## config.mk

```make
export PLATFORM = sky130hd
export DESIGN_NAME = spl_perm_check
export DESIGN_NICKNAME = d
export VERILOG_FILES = /design/src/rtl/spl_pkg.sv /design/src/rtl/spl_rst_sync.sv /design/src/rtl/spl_cfg_regs.sv /design/src/rtl/spl_line_decode.sv /design/src/rtl/spl_access_check.sv /design/src/rtl/spl_perm_check.sv
export SDC_FILE = /design/constraint.sdc
export NUM_CORES = 1
export LEC_CHECK = 0
export BUFFER_PORTS_ARGS = -buffer_cell sky130_fd_sc_hd__buf_2
export CAP_MARGIN = 0
export CORE_ASPECT_RATIO = 2
export CORE_MARGIN = 3
export CORE_UTILIZATION = 57
export CTS_CLUSTER_DIAMETER = 150
export CTS_CLUSTER_SIZE = 40
export DETAILED_ROUTE_END_ITERATION = 10
export GPL_TIMING_DRIVEN = 0
export PLACE_DENSITY = 0.77
export SLEW_MARGIN = 0
export SYNTH_ARGS = -nofsm -noshare
export SYNTH_HDL_FRONTEND = slang
export SYNTH_HIERARCHICAL = 1
export SYNTH_SLANG_ARGS = --single-unit
```

## constraint.sdc

```tcl
create_clock -name clk -period 2.4 [get_ports clk]
set_input_delay 0.12 -clock clk [delete_from_list [all_inputs] [get_ports clk]]
set_output_delay 0.12 -clock clk [all_outputs]
set_load 0.01 [all_outputs]
```

## src/rtl/spl_pkg.sv

```systemverilog
`timescale 1ns/1ps
package spl_pkg;
  localparam int NUM_SEG   = 3;
  localparam int NUM_LINES = 3;
  localparam int NUM_AREAS = NUM_LINES + 1;
  localparam int CAT_W     = 2;
  localparam int CATS_W    = CAT_W * NUM_SEG;
  localparam int SEG_IDX_W = $clog2(NUM_SEG);
  localparam int AREA_W    = $clog2(NUM_AREAS);
  localparam int SEL_W     = $clog2(NUM_LINES + 2);
  localparam int PERM_W    = 3;

  localparam logic [SEL_W-1:0] SEL_LOCK = SEL_W'(0);
  localparam logic [SEL_W-1:0] SEL_PERM = SEL_W'(NUM_LINES + 1);

  localparam int P_RD = 0;
  localparam int P_WR = 1;
  localparam int P_EX = 2;

  typedef enum logic [1:0] {
    ACC_FETCH = 2'd0,
    ACC_LOAD  = 2'd1,
    ACC_STORE = 2'd2,
    ACC_RSVD  = 2'd3
  } acc_kind_e;
endpackage

```

## src/rtl/spl_rst_sync.sv

```systemverilog
`timescale 1ns/1ps
module spl_rst_sync (
  input  logic clk,
  input  logic rst_n,
  output logic rst_ns
);
  logic [1:0] sync_q;

  always_ff @(posedge clk or negedge rst_n) begin
    if (!rst_n) sync_q <= 2'b00;
    else        sync_q <= {sync_q[0], 1'b1};
  end

  assign rst_ns = sync_q[1];
endmodule

```

## src/rtl/spl_cfg_regs.sv

```systemverilog
`timescale 1ns/1ps
module spl_cfg_regs
  import spl_pkg::*;
#(
  parameter int SPLIT_W  = 7,
  parameter int CFG_W    = 13,
  parameter bit HAS_EXEC = 1'b1
) (
  input  logic                                         clk,
  input  logic                                         rst_n,
  input  logic                                         cfg_we,
  input  logic [SEL_W-1:0]                             cfg_sel,
  input  logic [CFG_W-1:0]                             cfg_wdata,
  output logic                                         lock_q,
  output logic [NUM_LINES-1:0][CATS_W+SPLIT_W-1:0]     split_q,
  output logic [NUM_AREAS-1:0][PERM_W-1:0]             perm_q
);
  localparam int REG_W = CATS_W + SPLIT_W;
  localparam logic [PERM_W-1:0] PERM_MASK = HAS_EXEC ? 3'b111 : 3'b011;

  logic                                 lock_d;
  logic [NUM_LINES-1:0][REG_W-1:0]      split_d;
  logic [NUM_AREAS-1:0][PERM_W-1:0]     perm_d;
  logic                                 wr_open;

  always_comb begin
    wr_open = cfg_we && !lock_q;
    lock_d  = lock_q;
    split_d = split_q;
    perm_d  = perm_q;
    if (cfg_we && (cfg_sel == SEL_LOCK) && cfg_wdata[0]) lock_d = 1'b1;
    for (int i = 0; i < NUM_LINES; i++) begin
      if (wr_open && (cfg_sel == SEL_W'(i + 1))) split_d[i] = cfg_wdata[REG_W-1:0];
    end
    if (wr_open && (cfg_sel == SEL_PERM)) begin
      for (int a = 0; a < NUM_AREAS; a++) begin
        perm_d[a] = cfg_wdata[PERM_W*a +: PERM_W] & PERM_MASK;
      end
    end
  end

  always_ff @(posedge clk or negedge rst_n) begin
    if (!rst_n) begin
      lock_q  <= 1'b0;
      split_q <= '0;
      perm_q  <= '0;
    end else begin
      lock_q  <= lock_d;
      split_q <= split_d;
      perm_q  <= perm_d;
    end
  end

  // the lock never falls while out of reset
  p_lock_sticky_r8: assert property (@(posedge clk) disable iff (!rst_n)
    lock_q |=> lock_q);

  // locked configuration does not move
  p_frozen_cfg_r9: assert property (@(posedge clk) disable iff (!rst_n)
    lock_q |=> ($stable(split_q) && $stable(perm_q)));

  // no execute bit is ever held by the data-side variant
  p_no_exec_bits_r11: assert property (@(posedge clk) disable iff (!rst_n)
    !HAS_EXEC |-> (perm_q[0][P_EX] == 1'b0 && perm_q[NUM_AREAS-1][P_EX] == 1'b0));
endmodule

```

## src/rtl/spl_line_decode.sv

```systemverilog
`timescale 1ns/1ps
module spl_line_decode
  import spl_pkg::*;
#(
  parameter int              ADDR_W    = 32,
  parameter logic [ADDR_W-1:0] BASE_ADDR = '0,
  parameter int              SEG_LOG2  = 16,
  parameter int              LINE_LOG2 = 9
) (
  input  logic [CATS_W+SEG_LOG2-LINE_LOG2-1:0] line_reg,
  output logic                                 line_valid,
  output logic [ADDR_W-1:0]                    line_addr
);
  localparam int SPLIT_W = SEG_LOG2 - LINE_LOG2;

  logic [SEG_IDX_W-1:0] seg_idx;
  logic [CAT_W-1:0]     cat;
  logic [SPLIT_W-1:0]   offs;

  always_comb begin
    line_valid = 1'b0;
    seg_idx    = '0;
    cat        = '0;
    // scan downward so the lowest qualifying segment is the one kept
    for (int s = NUM_SEG - 1; s >= 0; s--) begin
      cat = line_reg[CAT_W*s +: CAT_W];
      if (cat == 2'd1 || cat == 2'd2) begin
        line_valid = 1'b1;
        seg_idx    = SEG_IDX_W'(s);
      end
    end
    offs      = line_reg[CATS_W +: SPLIT_W];
    line_addr = BASE_ADDR + ADDR_W'({seg_idx, offs, {LINE_LOG2{1'b0}}});
  end
endmodule

```

## src/rtl/spl_access_check.sv

```systemverilog
`timescale 1ns/1ps
module spl_access_check
  import spl_pkg::*;
#(
  parameter int ADDR_W   = 32,
  parameter bit HAS_EXEC = 1'b1
) (
  input  logic                                  clk,
  input  logic                                  rst_n,
  input  logic [NUM_LINES-1:0]                  line_valid,
  input  logic [NUM_LINES-1:0][ADDR_W-1:0]      line_addr,
  input  logic [NUM_AREAS-1:0][PERM_W-1:0]      perm_q,
  input  logic                                  acc_valid,
  input  logic [ADDR_W-1:0]                     acc_addr,
  input  logic [1:0]                            acc_kind,
  output logic                                  res_valid,
  output logic                                  res_grant,
  output logic                                  res_deny
);
  logic [AREA_W-1:0] area_idx;
  logic [PERM_W-1:0] area_perm;
  logic              allowed;
  logic              valid_d, grant_d, deny_d;
  acc_kind_e         kind;

  always_comb begin
    area_idx = '0;
    for (int l = 0; l < NUM_LINES; l++) begin
      if (line_valid[l] && (line_addr[l] <= acc_addr)) area_idx = area_idx + AREA_W'(1);
    end
    area_perm = perm_q[area_idx];
    kind      = acc_kind_e'(acc_kind);
    unique case (kind)
      ACC_FETCH: allowed = area_perm[P_EX];
      ACC_LOAD:  allowed = area_perm[P_RD];
      ACC_STORE: allowed = area_perm[P_WR];
      default:   allowed = 1'b0;
    endcase
    valid_d = acc_valid;
    grant_d = acc_valid && allowed;
    deny_d  = acc_valid && !allowed;
  end

  always_ff @(posedge clk or negedge rst_n) begin
    if (!rst_n) begin
      res_valid <= 1'b0;
      res_grant <= 1'b0;
      res_deny  <= 1'b0;
    end else begin
      res_valid <= valid_d;
      res_grant <= grant_d;
      res_deny  <= deny_d;
    end
  end

  // area index never exceeds the number of configured lines
  p_area_bound_r4: assert property (@(posedge clk) disable iff (!rst_n)
    acc_valid |-> (32'(area_idx) <= $countones(line_valid)));

  // one verdict per result, none without a result
  p_one_verdict_r7: assert property (@(posedge clk) disable iff (!rst_n)
    res_valid |-> $onehot({res_grant, res_deny}));

  p_idle_quiet_r7: assert property (@(posedge clk) disable iff (!rst_n)
    !acc_valid |=> (!res_valid && !res_grant && !res_deny));

  p_deny_follows_acc_r7: assert property (@(posedge clk) disable iff (!rst_n)
    res_deny |-> $past(acc_valid));

  // reserved kind is always refused
  p_rsvd_denied_r6: assert property (@(posedge clk) disable iff (!rst_n)
    (acc_valid && acc_kind == 2'd3) |=> res_deny);

  // data-side variant refuses every fetch
  p_fetch_refused_r11: assert property (@(posedge clk) disable iff (!rst_n)
    (!HAS_EXEC && acc_valid && acc_kind == 2'd0) |=> res_deny);
endmodule

```

## src/rtl/spl_perm_check.sv

```systemverilog
`timescale 1ns/1ps
module spl_perm_check
  import spl_pkg::*;
#(
  parameter int                ADDR_W    = 32,
  parameter logic [ADDR_W-1:0] BASE_ADDR = ADDR_W'(32'h4037_0000),
  parameter int                SEG_LOG2  = 16,
  parameter int                LINE_LOG2 = 9,
  parameter bit                HAS_EXEC  = 1'b1,
  localparam int               SPLIT_W   = SEG_LOG2 - LINE_LOG2,
  localparam int               REG_W     = CATS_W + SPLIT_W,
  localparam int               CFG_W     = (REG_W > PERM_W*NUM_AREAS) ? REG_W : PERM_W*NUM_AREAS
) (
  input  logic              clk,
  input  logic              rst_n,
  input  logic              cfg_we,
  input  logic [SEL_W-1:0]  cfg_sel,
  input  logic [CFG_W-1:0]  cfg_wdata,
  output logic              cfg_locked,
  input  logic              acc_valid,
  input  logic [ADDR_W-1:0] acc_addr,
  input  logic [1:0]        acc_kind,
  output logic              res_valid,
  output logic              res_grant,
  output logic              res_deny
);
  logic                              rst_ns;
  logic [NUM_LINES-1:0][REG_W-1:0]   split_q;
  logic [NUM_AREAS-1:0][PERM_W-1:0]  perm_q;
  logic [NUM_LINES-1:0]              line_valid;
  logic [NUM_LINES-1:0][ADDR_W-1:0]  line_addr;

  spl_rst_sync u_rst (
    .clk    (clk),
    .rst_n  (rst_n),
    .rst_ns (rst_ns)
  );

  spl_cfg_regs #(
    .SPLIT_W  (SPLIT_W),
    .CFG_W    (CFG_W),
    .HAS_EXEC (HAS_EXEC)
  ) u_cfg (
    .clk       (clk),
    .rst_n     (rst_ns),
    .cfg_we    (cfg_we),
    .cfg_sel   (cfg_sel),
    .cfg_wdata (cfg_wdata),
    .lock_q    (cfg_locked),
    .split_q   (split_q),
    .perm_q    (perm_q)
  );

  for (genvar g = 0; g < NUM_LINES; g++) begin : g_line
    spl_line_decode #(
      .ADDR_W    (ADDR_W),
      .BASE_ADDR (BASE_ADDR),
      .SEG_LOG2  (SEG_LOG2),
      .LINE_LOG2 (LINE_LOG2)
    ) u_dec (
      .line_reg   (split_q[g]),
      .line_valid (line_valid[g]),
      .line_addr  (line_addr[g])
    );
  end

  spl_access_check #(
    .ADDR_W   (ADDR_W),
    .HAS_EXEC (HAS_EXEC)
  ) u_chk (
    .clk        (clk),
    .rst_n      (rst_ns),
    .line_valid (line_valid),
    .line_addr  (line_addr),
    .perm_q     (perm_q),
    .acc_valid  (acc_valid),
    .acc_addr   (acc_addr),
    .acc_kind   (acc_kind),
    .res_valid  (res_valid),
    .res_grant  (res_grant),
    .res_deny   (res_deny)
  );

  // lock is clear in the first cycle after reset release
  p_lock_clear_at_start_r1: assert property (@(posedge clk) disable iff (!rst_ns)
    $rose(rst_ns) |-> !cfg_locked);
endmodule

```

After elaboration in Yosys (flattened, before gate mapping) --
Index checks and enable logic that the tools add are counted.
Word-level totals: register bits 57, bits of input ports 54, output and inout bits 4, word-level logic and storage cells 94
Cells by class: $add $sub $neg 5, order comparisons 4, eq/ne operators 24, muxes and demuxes 24, reduce and logical (&&, ||, !) cells 25
Operator list (number):
- 31-bit by 18-bit adder with 32-bit output, first input constant | 3
- 32-bit less-or-equal comparator | 3
- 2-bit 2-to-1 mux | 11
- 2-bit by 1-bit == test with 1-bit output, second input constant | 10
- 2-bit == test, second input constant | 10
- 1-bit logical AND | 12
- 1-bit 2-to-1 mux | 10
- 1-bit logical OR | 9
- 3-bit binary-select mux with 2-bit select | 1
- 3-bit by 2-bit == test with 1-bit output, second input constant | 2
- 3-bit by 1-bit == test with 1-bit output, second input constant | 1
- 3-bit == test, second input constant | 1
- 3-bit zero test | 1
- 2-bit by 3-bit less-than comparator with 1-bit output, second input constant | 1
- 3-bit 2-to-1 mux | 1
- 1-bit case mux with 3 select lines | 1
- 1-bit by 1-bit adder with 2-bit output, second input constant | 1
- 2-bit by 1-bit adder with 2-bit output, second input constant | 1
- 1-bit zero test | 2
- 2-bit zero test | 1

Longest topological paths before layout --
Gate-level depths: netlist (run 1).
depth after elaboration 18, gate-level depth with buffers 23, mapped depth without buffers 22

Hierarchy --
Netlist (run 1), hierarchy kept.
By module, submodules not included:
- spl_access_check | instances 1, cells each 354, area an instance 2870.3 um^2, seq. area each 75.1 um^2
- spl_cfg_regs | instances 1, cells each 116, area an instance 1975.6 um^2, seq. area each 1301.2 um^2
- spl_line_decode | instances 3, cells each 40, area an instance 311.5 um^2, seq. area each 0.0 um^2
- spl_rst_sync | instances 1, cells each 3, area an instance 53.8 um^2, seq. area each 50.0 um^2

Least setup slack after synthesis (run 1) --
No wires, ideal clock.
path kind register to register, start register u_cfg/split_q[16] in the netlist's numbering, end register u_chk.res_grant, arrival time 4.215 ns, slack -1.938 ns, stages on the path, launching flop included 24, buffers on the path 1, cells stage by stage dfrtp_1 > xnor2_2 > nand3b_1 > ha_1 > inv_1 > ha_1 > a21o_1 > a21o_1 > a21o_1 > a21o_1 > a21o_1 > a21o_1 > a21oi_1 > nor2_1 > o31ai_1 > ha_1 > clkbuf_1 > o21ai_0 > a31oi_1 > o21ai_1 > a31oi_1 > o221ai_1 > a22o_1 > o221a_1
RTL lines:
- from (decl) | RTL line spl_cfg_regs.sv:15 | output logic [NUM_LINES-1:0][CATS_W+SPLIT_W-1:0] split_q,
- from (signal assigned) | RTL line spl_cfg_regs.sv:49 | split_q <= split_d;
- to (signal assigned) | RTL line spl_access_check.sv:51 | res_grant <= grant_d;
- to (decl) | RTL line spl_access_check.sv:17 | output logic res_grant,

==> flow_summary.ini, run 1 <==
[run_status]
outcome = finished, violations left
violations = negative setup slack

[timing]
rsz0062_at_grt = true
relSlewSlack_pct = 46.1
tns_ns = -4.26
drv_slew = 0
fmax_mhz = 219
clock_skew_ns = 0.00620
fin_crit_sh_pct = 190
hold_viol = 0
worst_pin_slew_ns = 0.808
fin_crit_ns = 4.57
setup_ws_ns = -2.17
setup_viol = 2

[clock_network]
clkTransAtPathRegs_ns = 0.05
cts.sinks = 57
cts_tree = yes
worstSkewPairLatency_ns = 0.32
clockBufferDepth = 2
ctsHtreeMaxLevel = 3
cts_root_buffer = clkbuf_16
cts_buffers = 9

[die]
initial_utilization_pct = 59.0
die_w_um = 77.5
die_y_um = 149
core_area_mm2 = 0.00989
ios = 58
std_cell_rows = 51
die-area_mm2 = 0.0116

[synthesis]
synth_seq_cells = 57
synth_edf_count = 0
synth_top_family_by_area = adder cells
synthSimpleGateAreaFrac_pct = 11.1
ys_async_sr_fraction_pct = 100
synth_area_mm2 = 0.00583
yosysWarnings = 6
synth-main-ff-cell = dfrtp_1
synth-compound-area-share_pct = 14.3
synth_fa_ha_area_share_pct = 21.7
synth_mux_area_share_pct = 11.1
syn_area_per_cell_um2 = 9.84
yosys.cell_types.count = 63
ys_seq_area_share_pct = 24.4
yosys.area_share.xor_xnor_pct = 2.12
syn_inst = 593

[global_route]
grt_pass1_vias = 4863
grt.overflow.total = 0
grt_pass1_wl_um = 22200
grt.total_usage_pct = 24.7
grt_max_degree = 46
grt_antenna_before_repair = 0

[drt]
drt_pass1_iterations = 4
drc = 0
wl_per_cell_um = 15.7
ant_nets = 0
drtIter0Drc = 117
drt_wl_total_um = 13500
vias = 4595
via_per_inst = 5.31

[power_and_ir_drop]
peakVddDrop_mv = 1.13
power_leakage_nw = 3.67
power_density_mw_per_mm2 = 865

[critical_path]
startpoint = u_cfg/split_q[15]
cp_max_fo = 5
end_kind = flip-flop
slowest_delay_ns = 0.43
critPathMostFrequentCell = a21o_1
worstSetupPathType = flip-flop to flip-flop
critPathSlowestCell = mux4_2
path_cells = xnor2_2 > nand3b_1 > ha_1 > inv_2 > ha_4 > a21o_1 > a21o_1 > a21o_1 > a21o_1 > a21o_1 > a21o_1 > a21oi_2 > nor2_2 > o31ai_2 > ha_1 > buf_4 > buf_4 > mux4_2 > nand2_2 > mux2i_4 > o21bai_1 > o221a_1
arrival_ns = 4.77
setup.worst_path.start_class = flip-flop
required_ns = 2.60
r2r-start = u_cfg/split_q[15]

[final_layout]
layout.nets = 883
layout_commonest_cell = ha_1
mostFrequentLayoutCells = ha_1, buf_4, conb_1
final_core_util_pct = 70.5
syn2layout_area_growth_pct = 19.6
antennaDiodeCount = 0
filler_cell_count = 759
fin_area_mm2 = 0.00698
drive_gt1_share_pct = 36.2

[min_path]
holdCritPathClass = input pin to flip-flop
holdCritStartpoint = cfg_wdata[12]

[flow_run]
drv_cap = 0

[place]
io_buffers = 57
dpl.hpwl_um = 11500
gp_congestion = 0.880
placed_cell_area_mm2 = 0.00654
dp_slack_ns = -2.37
[power by group]
part / total, mW / switching (mW) / internal, mW
registers: 1.54 / 0.249 / 1.29
logic: 3.34 / 1.58 / 1.77
clock network: 1.15 / 0.401 / 0.746
[through the flow]
stage                     std cells  power (mW)  hold WS, ns
after floorplan                 650        3.87       -0.176
after global placement          839        4.40      -0.0956
after detailed placement        840        4.57      -0.0946
after CTS                       862        5.85       0.0620
after global routing            865        6.50       0.0817
final                           865        6.03       0.0662
[what timing repair did]
item	CTS	global route
hold buffers	2	0
hold endpoints to repair	3	0
setup endpoints to repair	2	2
gates resized for setup	8	15
setup buffers	4	3
pin swaps	15	14
[layout make-up]
class / count / area [µm²] / share of cell area, %
repair buffers: 67 / 378 / 5.42
well taps: 132 / 165 / 2.37
clock buffers: 13 / 260 / 3.73
clock inverters: 3 / 15.0 / 0.215
multi-input cells: 455 / 3860 / 55.3
flip-flops and latches: 57 / 1430 / 20.5
inverters: 45 / 169 / 2.42
plain buffers: 93 / 704 / 10.1
[cell families (layout without fill, tap and decap cells)]
family | after synthesis | count (layout)
AOI/OAI and AO/OA | 115 | 115
xor gates and xnor gates | 9 | 9
adders and majority gates | 101 | 101
buffers and inverters | 138 | 221
DFF | 57 | 57
muxes | 56 | 56
other | 7 | 64
and+or+nand+nor | 110 | 110
[worst paths after layout]
kind / slack [ns] / cells after the start / endpoint
setup / recovery: -2.17 / 22 / u_chk/res_grant
hold / removal: 0.07 / 2 / u_cfg/split_q[12]
min in group asynchronous: 0.11 / 2 / u_rst/sync_q[1]
max in group asynchronous: 1.75 / 1 / u_cfg/split_q[32]
setup reg to reg: -2.17 / 22 / u_chk/res_grant
hold reg to reg: 0.13 / 0 / u_chk/res_grant
[critical path, delay by kind of cell (launching register included)]
| family | cells | cell delay, ns |
|---|---|---|
| AND/OR/NAND/NOR | 3 | 0.30 |
| adder cells (fa/ha/maj) | 3 | 0.81 |
| buffers and inverters | 3 | 0.36 |
| flip-flops | 1 | 0.40 |
| AO/OA/AOI/OAI | 10 | 1.79 |
| multiplexers | 2 | 0.52 |
| XOR/XNOR | 1 | 0.27 |
[registers in the layout, indices dropped and copies added, names as in the netlist]
signal           flops
u_chk/res_valid      1
u_cfg/perm_q        12
u_cfg/lock_q         1
u_chk/res_grant      1
u_rst/sync_q         2
u_chk/res_deny       1
u_cfg/split_q       39
[metal layers]
layer / global-route usage, % / vias to the layer above / share of wire, %
met5: 0 / - / 0
met4: 17.1 / 0 / 7.3
met3: 2.84 / 47 / 3.1
met2: 48.5 / 110 / 56
met1: 22.8 / 2159 / 34
li1: - / 2279 / -
[Yosys cell counts, types with 6 or more instances]
cell        n  area, µm²
ha_1      101       1260
buf_4      85        638
dfrtp_1    57       1430
mux2_2     51        574
inv_1      45        169
a21o_1     28        210
nand4_1    24        150
a21oi_1    22        110
nand2_1    14       52.6
nor2_1     14       52.6
nor2b_1    12       75.1
nand3_1    11       55.1
nand2b_1   10       62.6
o21a_1     10       75.1
o21ai_0    10       50.1
conb_1      7       26.3
o21ai_1     6       30.0
xnor2_2     6       97.6
No activity file was read; power rests on OpenSTA's default activity.
==> inputs of run 2 (changes only) <==
--- a/config.mk
+++ b/config.mk
@@ -5,6 +5,8 @@
 export SDC_FILE = /design/constraint.sdc
 export NUM_CORES = 1
 export LEC_CHECK = 0
+export ABC_AREA = 1
+export ABC_CLOCK_PERIOD_IN_PS = 2400
 export BUFFER_PORTS_ARGS = -buffer_cell sky130_fd_sc_hd__buf_2
 export CAP_MARGIN = 0
 export CORE_ASPECT_RATIO = 2
==> flow_summary.ini, run 2 <==
[run_status]
outcome = finished, violations left
violations = negative setup slack

[clock_network]
clockBufferDepth = 2
cts_buffers = 9
ctsHtreeMaxLevel = 3
clkTransAtPathRegs_ns = 0.05
cts.sinks = 57
cts_tree = yes
cts_root_buffer = clkbuf_16
worstSkewPairLatency_ns = 0.32

[timing]
setup_ws_ns = -0.855
fin_crit_sh_pct = 136
drv_slew = 0
setup_viol = 2
hold_viol = 0
tns_ns = -1.67
clock_skew_ns = 0.00836
fmax_mhz = 307
fin_crit_ns = 3.25
rsz0062_at_grt = true

[place]
io_buffers = 55
gp_congestion = 0.952
dpl.hpwl_um = 11500

[global_route]
grt_pass1_wl_um = 22800
grt_pass1_vias = 5327
grt.overflow.total = 0
grt_max_degree = 44
grt.total_usage_pct = 24.9
grt_antenna_before_repair = 0

[critical_path]
path_cells = xnor2_2 > buf_4 > buf_4 > buf_4 > buf_4 > nand3_1 > ha_1 > nand2_1 > nor4b_2 > nand2_1 > nand2_1 > nand2_1 > nand2_2 > inv_2 > ha_4 > inv_4 > nand3_4 > nand3_2 > nand3_2 > nand2_1 > nand2_1 > nand3_2 > nand2_1 > inv_1
r2r-end = u_chk/res_grant
critPathMostFrequentCell = nand2_1
slowest_delay_ns = 0.41
cp_max_fo = 6
critPathBufInv = 7
worstSetupPathType = flip-flop to flip-flop
ff2ff_setup_slack_ns = -0.85
end_kind = flip-flop
arrival_ns = 3.47
setup.worst_path.start_class = flip-flop
reg2regPathDepth = 24
critPathSlowestCell = dfrtp_1
cp_top_family = simple AND/OR/NAND/NOR gates
r2r-start = u_cfg/split_q[13]
required_ns = 2.61

[synthesis]
synth-compound-area-share_pct = 6.39
syn_area_per_cell_um2 = 7.40
synth_area_mm2 = 0.00582
synth_seq_cells = 57
synth_fa_ha_area_share_pct = 21.7
synthTopCellsByCount = nand2_1, ha_1, buf_4, inv_1, nand3_1
yosysTopAreaCellShare_pct = 24.5
synth_mux_area_share_pct = 0
synth_edf_count = 0
ys_async_sr_fraction_pct = 100
yosysWarnings = 6
syn_inst = 786
synth.most_common_cell = nand2_1
yosys.cell_types.count = 33
synth_top_area_cell = dfrtp_1
ys_top_cells_by_area = dfrtp_1, ha_1, nand2_1
yosys.area_share.xor_xnor_pct = 0.839
synth-main-ff-cell = dfrtp_1
synthSimpleGateAreaFrac_pct = 28.0
ys_seq_area_share_pct = 24.5
synth_top_family_by_area = simple AND/OR/NAND/NOR gates

[min_path]
holdCritPathClass = input pin to flip-flop
min_delay_path_depth = 3
min_to = u_chk/res_grant
holdCritStartpoint = acc_valid

[die]
die_w_um = 77.4
die-area_mm2 = 0.0115
initial_utilization_pct = 59.2
core_area_mm2 = 0.00983
die_y_um = 149
ios = 58
std_cell_rows = 51

[drt]
wl_per_cell_um = 13.1
ant_nets = 0
drt_pass1_iterations = 5
vias = 5401
drt_wl_total_um = 13900
drtIter0Drc = 230
drc = 0
via_per_inst = 5.10

[final_layout]
largest_reg_flops = 39
mostFrequentLayoutCells = nand2_1, ha_1, buf_4
layout.nets = 1076
layout_commonest_cell = nand2_1
antennaDiodeCount = 0
drive_gt1_share_pct = 24.8
top_regs = u_cfg/split_q: 39 flops, u_cfg/perm_q: 12 flops, u_rst/sync_q: 2 flops
largest_register = u_cfg/split_q
final_core_util_pct = 71.4
syn2layout_area_growth_pct = 20.6

[power_and_ir_drop]
power_density_mw_per_mm2 = 408
peakVddDrop_mv = 0.617
power_leakage_nw = 4.10

[flow_run]
drv_cap = 0
## run 2: cell families (layout without fill, tap and decap cells)
kind of cell	Yosys count	in the layout
buf+inv	189	272
flops	57	57
fa+ha+maj	101	101
other cells	7	64
simple gates	362	362
xor+xnor	3	3
compound gates	67	67
## run 2: how the worst max path moves through the flow
stage,depth (start not counted),endpoint,start,slack [ns]
floorplan,25,u_chk/res_grant,u_cfg/split_q[1],-0.53
global placement,22,u_chk/res_grant,u_cfg/split_q[13],-0.85
detailed placement,22,u_chk/res_grant,u_cfg/split_q[13],-0.95
CTS,25,u_chk/res_grant,u_cfg/split_q[0],-0.82
global route,26,u_chk/res_grant,u_cfg/split_q[1],-1.13
finish,24,u_chk/res_grant,u_cfg/split_q[13],-0.85
## run 2: worst min-delay path, stage by stage
cell and delay (ns):
buf_2 0.09, nand2_1 0.05, inv_1 0.04
## run 2: cell type report
cell class | instances | area (µm²)
multi-input cells | 597 | 3690
clock inverters | 3 | 40.0
plain buffers | 101 | 723
flip-flops and latches | 57 | 1430
fillers | 858 | 2810
clock buffers | 13 | 250
inverters | 88 | 333
well taps | 132 | 165
repair buffers | 67 | 383
## run 2: timing repair
action                                  in CTS  in global routing
gates cloned                                 0                  0
endpoints found under the hold margin        3                  0
pin swaps                                   11                 10
resized for setup                           19                  2
setup buffers                                9                  0
endpoints found under the setup margin       2                  2
hold buffers                                 2                  0
## run 2: power breakdown
part           total, mW  internal [mW]  switching [mW]  leakage [nW]
Sequential         0.992          0.979          0.0132         0.776
Clock               1.22          0.825           0.395         0.144
Combinational      0.648          0.287           0.361          3.18
Total               2.86           2.09           0.769          4.10
## run 2: metrics by stage
step	std cells	power [mW]	worst slack (ns)	area, µm²	hold WS, ns
2_1_floorplan	843	1.45	-0.527	6080	-0.176
3_3_place_gp	1030	1.58	-0.849	6520	-0.0958
3_5_place_dp	1031	1.61	-0.947	6540	-0.0943
5_1_grt	1058	3.02	-1.13	7020	0.0411
6_report	1058	2.86	-0.855	7020	0.0182
4_1_cts	1058	2.86	-0.825	7010	0.0123
## run 2: per-layer routing
layer,vias to the layer above,wire length [µm],track usage [%]
met5,-,0,0
met4,0,1130,20.6
met3,69,458,2.72
met2,155,7750,48.5
met1,2457,4530,22.0
li1,2720,-,-
==> inputs of run 3 (changes only) <==
--- a/config.mk
+++ b/config.mk
@@ -15,7 +15,7 @@
 export CTS_CLUSTER_DIAMETER = 150
 export CTS_CLUSTER_SIZE = 40
 export DETAILED_ROUTE_END_ITERATION = 10
-export GPL_TIMING_DRIVEN = 0
+export GPL_TIMING_DRIVEN = 1
 export PLACE_DENSITY = 0.77
 export SLEW_MARGIN = 0
 export SYNTH_ARGS = -nofsm -noshare
==> flow_summary.ini, run 3 (synthesis gave the netlist of run 2 again) <==
[critical_path]
r2r-start = u_cfg/split_q[4]
ff2ff_setup_slack_ns = -0.79
worstSetupPathType = flip-flop to flip-flop
setup.worst_path.start_class = flip-flop
r2r-end = u_chk/res_grant
end_kind = flip-flop
cp_max_fo = 6
reg2regPathDepth = 27
arrival_ns = 3.41
required_ns = 2.62

[timing]
rsz0062_at_grt = true
fmax_mhz = 313
drv_slew = 0
setup_ws_ns = -0.790
worst_pin_slew_ns = 0.782
tns_ns = -1.54
setup_viol = 2
whs_ns = 0.0665
fin_crit_sh_pct = 133
clock_skew_ns = 0.00341
relSlewSlack_pct = 47.7
hold_viol = 0
fin_crit_ns = 3.19

[place]
gp_congestion = 0.976
dpl.hpwl_um = 11500
placedCellCount = 1013
dp_slack_ns = -0.813
io_buffers = 57

[drt]
drc = 0
ant_nets = 0
drt_pass1_iterations = 5
wl_per_cell_um = 13.5
drt_wl_total_um = 14000
vias = 5340
via_per_inst = 5.16
drtIter0Drc = 199

[min_path]
holdCritStartpoint = cfg_wdata[12]
min_to = u_cfg/split_q[25]
holdCritPathClass = input pin to flip-flop
min_delay_path_depth = 3

[final_layout]
largest_register = u_cfg/split_q
drive_gt1_share_pct = 23.1
layout.nets = 1052
largest_reg_flops = 39
layout_commonest_cell = nand2_1
syn2layout_area_growth_pct = 18.0
instances_no_fill = 1034
mostFrequentLayoutCells = nand2_1, ha_1, buf_4
top_regs = u_cfg/split_q: 39 flops, u_cfg/perm_q: 12 flops, u_rst/sync_q: 2 flops
antennaDiodeCount = 0

[die]
core_area_mm2 = 0.00983
ios = 58
die_w_um = 77.4
die_y_um = 149
die-area_mm2 = 0.0115
std_cell_rows = 51
initial_utilization_pct = 59.2

[power_and_ir_drop]
p_switching_mw = 0.793
p_int_mw = 2.16
pwr-share-comb_pct = 22.0
power_density_mw_per_mm2 = 430
power_leakage_nw = 3.95
power_frac_clock_pct = 44.6
seqPwrFrac_pct = 33.4
peakVddDrop_mv = 0.552
p_sw_share_pct = 26.9
total_power_mw = 2.95

[global_route]
grt_antenna_before_repair = 0
grt_max_degree = 56
grt_pass1_wl_um = 23500
grt.overflow.total = 0
grt.total_usage_pct = 25.6
grt_pass1_vias = 5631

[clock_network]
clockBufferDepth = 2
cts_tree = yes
worstSkewPairLatency_ns = 0.32
cts.sinks = 57
clkTransAtPathRegs_ns = 0.05
ctsHtreeMaxLevel = 3
cts_buffers = 9
cts_root_buffer = clkbuf_16

[run_status]
outcome = finished, violations left
violations = negative setup slack

[flow_run]
drv_cap = 0
[run 3: changes by cell type in the layout (fill, tap and decap cells not counted), sizes merged]
cell / before / now
buf: 164 / 142
clkbuf: 15 / 10
bufinv: 1 / 2
clkinv: 3 / 4
clkinvlp: 0 / 1
[run 3: what timing repair did]
action / CTS / global route
gates resized for setup: 9 / 11
pin swaps: 4 / 9
hold buffers: 2 / 0
endpoints found under the setup margin: 2 / 2
setup buffers: 2 / 1
hold endpoints to repair: 3 / 0
[run 3: routing by layer]
layer	track usage (%)	vias up	wire, µm
li1	-	2677	-
met1	22.2	2423	4660
met2	50.4	172	7830
met3	3.39	68	471
met4	19.9	0	1050
met5	0	-	0
[run 3: how the worst max path moves through the flow]
stage / startpoint / to / depth (start not counted)
floorplan: u_cfg/split_q[1] / u_chk/res_grant / 25
global placement: u_cfg/split_q[1] / u_chk/res_grant / 20
detailed placement: u_cfg/split_q[4] / u_chk/res_grant / 24
CTS: u_cfg/split_q[4] / u_chk/res_grant / 28
global route: u_cfg/split_q[15] / u_chk/res_grant / 26
finish: u_cfg/split_q[4] / u_chk/res_grant / 27
[run 3: power groups by stage]
stage	sequential [mW]	combinational (mW)	clock [mW]
finish	0.988	0.649	1.32
CTS	0.987	0.627	1.34
global route	0.988	0.741	1.38
detailed placement	1.00	0.609	0
global placement	1.00	0.572	0
floorplan	1.02	0.438	0
[run 3: stage by stage]
| step | util [%] | instance area (µm²) |
|---|---|---|
| 6_report | 69.9 | 6870 |
| 2_1_floorplan | - | 6080 |
| 5_1_grt | 69.9 | 6870 |
| 3_5_place_dp | 65.3 | 6420 |
| 4_1_cts | 69.4 | 6820 |
| 3_3_place_gp | 65.3 | 6420 |
[run 3: cell type report]
type / count / area, µm²
Inverter: 88 / 333
Timing Repair Buffer: 144 / 943
Clock buffer: 10 / 229
Clock inverter: 6 / 82.6
Sequential cell: 57 / 1430
Fill cell: 837 / 2960
Multi-Input combinational cell: 597 / 3680
Tap cell: 132 / 165
[run 3: worst max-delay path: stages, from the launching register on]
cell	delay, ns
dfrtp_1	0.39
inv_2	0.05
nand2_2	0.06
nand2_2	0.06
nand3b_1	0.15
ha_1	0.29
inv_2	0.05
ha_4	0.26
a21oi_2	0.05
o21ai_1	0.13
nand3_1	0.09
nand2_1	0.07
nand2_1	0.05
a21oi_1	0.11
nand3b_1	0.12
nand2_1	0.06
nand2_2	0.07
inv_2	0.05
ha_4	0.30
inv_4	0.05
nand3_4	0.11
nand3_1	0.10
nand3_1	0.09
nand2_1	0.06
nand2_1	0.07
nand3_2	0.09
nand2_1	0.06
inv_1	0.03
